==> src/rtl/tmr_pkg.sv <==
package tmr_pkg;

   typedef enum logic [1:0] {
      STEP_IDLE = 2'd0,
      STEP_LOAD = 2'd1,
      STEP_DEC  = 2'd2,
      STEP_HOLD = 2'd3
   } tmr_step_e;

   typedef struct packed {
      logic load;
      logic stb;
      logic en;
      logic at_floor;
   } tmr_ctl_t;

   function automatic tmr_step_e tmr_pick_step(input tmr_ctl_t c);
      tmr_step_e s;
      if (c.load)
         s = STEP_LOAD;
      else if (c.stb && c.en && !c.at_floor)
         s = STEP_DEC;
      else if (c.stb && c.en)
         s = STEP_HOLD;
      else
         s = STEP_IDLE;
      return s;
   endfunction

endpackage

==> src/rtl/tmr_reload_latch.sv <==
module tmr_reload_latch #(
   parameter int DATA_W = 8
) (
   input  logic              clk,
   input  logic              rst_n,
   input  logic              wr_lo,
   input  logic [DATA_W-1:0] wr_data,
   output logic [DATA_W-1:0] lat_q
);

   always_ff @(posedge clk) begin
      if (!rst_n)
         lat_q <= '0;
      else if (wr_lo)
         lat_q <= wr_data;
   end

endmodule

==> src/rtl/tmr_down_counter.sv <==
module tmr_down_counter
   import tmr_pkg::*;
#(
   parameter int CNT_W = 15
) (
   input  logic             clk,
   input  logic             rst_n,
   input  logic             load,
   input  logic [CNT_W-1:0] load_val,
   input  logic             load_en,
   input  logic             cyc_stb,
   output logic [CNT_W-1:0] cnt_q,
   output logic             en_q,
   output logic             expire
);

   localparam logic [CNT_W-1:0] ONE = {{(CNT_W-1){1'b0}}, 1'b1};

   tmr_ctl_t  ctl;
   tmr_step_e step;
   logic      at_floor;
   logic      near_floor;

   assign at_floor   = (cnt_q == '0);
   assign near_floor = (cnt_q[CNT_W-1:1] == '0);

   always_comb begin
      ctl.load     = load;
      ctl.stb      = cyc_stb;
      ctl.en       = en_q;
      ctl.at_floor = at_floor;
      step         = tmr_pick_step(ctl);
   end

   assign expire = (step == STEP_DEC && near_floor) || (step == STEP_HOLD);

   always_ff @(posedge clk) begin
      if (!rst_n) begin
         cnt_q <= '0;
         en_q  <= 1'b0;
      end else begin
         case (step)
            STEP_LOAD: begin
               cnt_q <= load_val;
               en_q  <= load_en;
            end
            STEP_DEC:  cnt_q <= cnt_q - ONE;
            default:   cnt_q <= cnt_q;
         endcase
      end
   end

endmodule

==> src/rtl/tmr_pend_flag.sv <==
module tmr_pend_flag (
   input  logic clk,
   input  logic rst_n,
   input  logic set,
   input  logic clr,
   output logic pend_q
);

   always_ff @(posedge clk) begin
      if (!rst_n)
         pend_q <= 1'b0;
      else if (clr)
         pend_q <= 1'b0;
      else if (set)
         pend_q <= 1'b1;
   end

endmodule

==> src/rtl/cyc_irq_timer.sv <==
module cyc_irq_timer #(
   parameter int CNT_W  = 15,
   parameter int DATA_W = 8
) (
   input  logic              clk,
   input  logic              rst_n,
   input  logic              cyc_stb,
   input  logic              wr_lo,
   input  logic              wr_hi,
   input  logic [DATA_W-1:0] wr_data,
   output logic              irq_pend
);

   localparam int HI_W   = CNT_W - DATA_W;
   localparam int EN_BIT = DATA_W - 1;

   generate
      if (CNT_W <= DATA_W) begin : g_bad_width
         $error("CNT_W must exceed DATA_W");
      end
      if (HI_W > EN_BIT) begin : g_bad_split
         $error("high count bits collide with the enable bit");
      end
   endgenerate

   logic [DATA_W-1:0] lat_q;
   logic [CNT_W-1:0]  load_val;
   logic [CNT_W-1:0]  cnt_q;
   logic              en_q;
   logic              expire;

   assign load_val = {wr_data[HI_W-1:0], lat_q};

   tmr_reload_latch #(.DATA_W(DATA_W)) u_lat (
      .clk     (clk),
      .rst_n   (rst_n),
      .wr_lo   (wr_lo),
      .wr_data (wr_data),
      .lat_q   (lat_q)
   );

   tmr_down_counter #(.CNT_W(CNT_W)) u_cnt (
      .clk      (clk),
      .rst_n    (rst_n),
      .load     (wr_hi),
      .load_val (load_val),
      .load_en  (wr_data[EN_BIT]),
      .cyc_stb  (cyc_stb),
      .cnt_q    (cnt_q),
      .en_q     (en_q),
      .expire   (expire)
   );

   tmr_pend_flag u_pend (
      .clk    (clk),
      .rst_n  (rst_n),
      .set    (expire),
      .clr    (wr_hi),
      .pend_q (irq_pend)
   );

endmodule

==> config.mk <==
export PLATFORM = sky130hd
export DESIGN_NAME = cyc_irq_timer
export DESIGN_NICKNAME = d
export VERILOG_FILES = /design/src/rtl/tmr_pkg.sv /design/src/rtl/tmr_reload_latch.sv /design/src/rtl/tmr_down_counter.sv /design/src/rtl/tmr_pend_flag.sv /design/src/rtl/cyc_irq_timer.sv
export SDC_FILE = /design/constraint.sdc
export NUM_CORES = 1
export LEC_CHECK = 0
export BUFFER_PORTS_ARGS = -buffer_cell sky130_fd_sc_hd__buf_2
export CORE_MARGIN = 4
export CORE_UTILIZATION = 45
export CTS_BUF_LIST = sky130_fd_sc_hd__clkbuf_2 sky130_fd_sc_hd__clkbuf_4 sky130_fd_sc_hd__clkbuf_8
export DETAILED_ROUTE_END_ITERATION = 8
export PLACE_DENSITY = 0.74
export SLEW_MARGIN = 30
export SYNTH_ARGS = -nofsm -noshare
export SYNTH_HDL_FRONTEND = slang
export SYNTH_SLANG_ARGS = --single-unit
==> constraint.sdc <==
create_clock -name clk -period 4 [get_ports clk]
set_input_delay 0 -clock clk [delete_from_list [all_inputs] [get_ports clk]]
set_output_delay 0 -clock clk [all_outputs]
set_load 0.03 [all_outputs]
==> results.cfg <==
[worst_setup_path]
path_class = reg2reg
end_kind = flop
critical_path.max_stage_delay_ns = 0.62
crit_fanout = 24
path_cells = nor3_2 -> nand2_1 -> nor4_2 -> a41oi_1 -> ha_1 -> nand2b_1 -> or4b_1 -> o21ai_1 -> o21a_1
crit_path_start_kind = flop
cp_slowest_cell = ha_1
arrival_ns = 3.52
r2r_setup_slack_ns = 0.75
critical_path_required_ns = 4.27

[logic_synthesis]
syn_area_per_cell_sq_um = 8.63
synth-seq-cells = 25
yosys-top-cells-area = dfxtp_1 34%, mux2i_1 7.5%, ha_1 5.1%
synthDistinctLibCells = 49
synth_edf_count = 0
ys_seq_area_frac = 0.341
synth_area_leader_cell = dfxtp_1
synth.cell_area_sq_mm = 0.00147
synth.top_cell.area_share = 0.341
syn_inst = 170
yosysWarnings = 0
ys.flop_type = dfxtp_1
synthesis.nets = 189
async_reset_ff_frac = 0

[placement]
place_area_sq_mm = 0.00155
place_inst = 218
place_congestion = 0.873
dp_hpwl_um = 2500
port_buffers = 13

[sta]
fin_skew_ns = 0.0117
final-setup-viol-count = 0
timing.hold.ws_ns = 0.0186
period_share = 0.813
rsz0062_at_grt = no
tns_ns = 0
fmax_mhz = 308
fin_crit_ns = 3.25
final-max-slew-violation-count = 0
slew_headroom = 0.441
finalHoldViolCount = 0
worst_slew_pin_slew_ns = 0.838

[cts]
clock-root-buffer = clkbuf_4
htreeDepth = 1
cts_setup_buffers = 0
clockBufferDepth = 2
cts_resized = 0
cts_tree = yes
clkSlewWorstSetupHoldPaths_ns = 0.14
cts_inserted_buffers = 3
hold_buffers = 8
clkSinkCount = 25
insertion_delay_ns = 0.32

[power]
p_switching_mw = 0.161
leakagePower_nw = 0.679
combPwrFrac = 0.230
p_clk_frac = 0.232
switching_share = 0.308
ir_drop_mv = 0.216
seqPwrFrac = 0.539
internal_power_mw = 0.363
powerDensity_mw_per_mm2 = 316

[floorplan]
core_sq_mm = 0.00308
ios = 14
dieArea_sq_mm = 0.00424
rows = 20
dieHeight_um = 65.1
die_width_um = 65.1
initial_core_util = 0.476

[min_path]
hold_class = in2reg

[routing]
drt-pass1-iter-count = 7
vias_per_cell = 5.95
wirelength_um = 3480
routed-wl-met2_um = 1750
wl_per_cell_um = 15.1
route.vias.total = 1368
ant_nets = 0
wl_met3_um = 131
drt-met1-wl_um = 1560
topRoutingLayerUsed = met4
drc_errors = 0
drtIter0Drc = 72

[layout]
drive_above_1_share = 0.156
final_cell_mix = 25 x dfxtp_1, 18 x nor2_1, 13 x buf_2
final_area_sq_mm = 0.00166
layout_commonest_cell = dfxtp_1
diodes = 0
final_nets = 206
synthToLayoutAreaGrowth_pct = 13.2
final_cells = 230

[grt]
grt_pass1_wl_um = 6120
antenna_found_initial = 0
first_global_vias = 1359
grt_usage = 0.181
grt.overflow.total = 0
grt_max_degree = 25

[outcome]
status = finished, final reports clean

[run]
drv_cap = 0
[stage by stage]
stage | utilization | setup slack (ns) | total power [mW]
after detailed placement | 0.504 | 0.861 | 0.400
after global routing | 0.539 | 0.452 | 0.555
after global placement | 0.504 | 1.04 | 0.397
after floorplan | - | 1.49 | 0.370
final | 0.539 | 0.749 | 0.525
after CTS | 0.539 | 0.822 | 0.527
[area by class of cell]
type | instances | area [sq um]
fill | 296 | 1420
multi-input combinational | 130 | 907
sequential | 25 | 500
timing repair buffer | 21 | 145
tap | 44 | 55.1
clock buffer | 4 | 30.0
inverter | 6 | 22.5
[routing by layer]
metal  vias to the layer above  track usage
met1                       667        0.246
met2                        34        0.299
met4                         0       0.0415
li1                        661            -
met3                         6       0.0295
met5                         -            0
[state kept, by name, indices dropped and copies added, names as in the netlist]
| signal | count |
|---|---|
| u_cnt.en_q | 1 |
| u_cnt.cnt_q | 15 |
| u_lat.lat_q | 8 |
| u_pend.pend_q | 1 |
[power by group through the flow]
stage	registers, mW	clock network (mW)	logic (mW)
2_1_floorplan	0.282	0	0.0881
3_3_place_gp	0.287	0	0.110
3_5_place_dp	0.288	0	0.112
4_1_cts	0.282	0.125	0.119
5_1_grt	0.285	0.135	0.135
6_report	0.283	0.121	0.120
[cell families after synthesis]
family / share of synthesized area
compound gates: 0.215
fa+ha+maj: 0.0512
mux: 0.0751
simple gates: 0.277
flops: 0.341
buf+inv: 0.0401
[critical path: cells and delay by family, from the launching register on]
kind,cells,cell delay [ns]
AOI/OAI and AO/OA,3,0.51
and+or+nand+nor,5,1.67
DFF,1,0.41
adders and majority gates,1,0.62
[path summary, 6_finish.rpt]
| path | startpoint | end | depth (start not counted) |
|---|---|---|---|
| max | u_cnt.cnt_q[2] | u_cnt.cnt_q[11] | 9 |
| min | wr_hi | u_pend.pend_q | 3 |
| max reg2reg | u_cnt.cnt_q[2] | u_cnt.cnt_q[11] | 9 |
| min reg2reg | u_lat.lat_q[3] | u_lat.lat_q[3] | 2 |
[cells in the mapped netlist (5+ instances only)]
cell	number
a21oi_1	10
dfxtp_1	25
nor2_1	18
o21ai_0	7
ha_1	6
mux2i_1	11
nand2_1	10
inv_1	5
clkbuf_1	7
(Power assumes the default switching activity.)
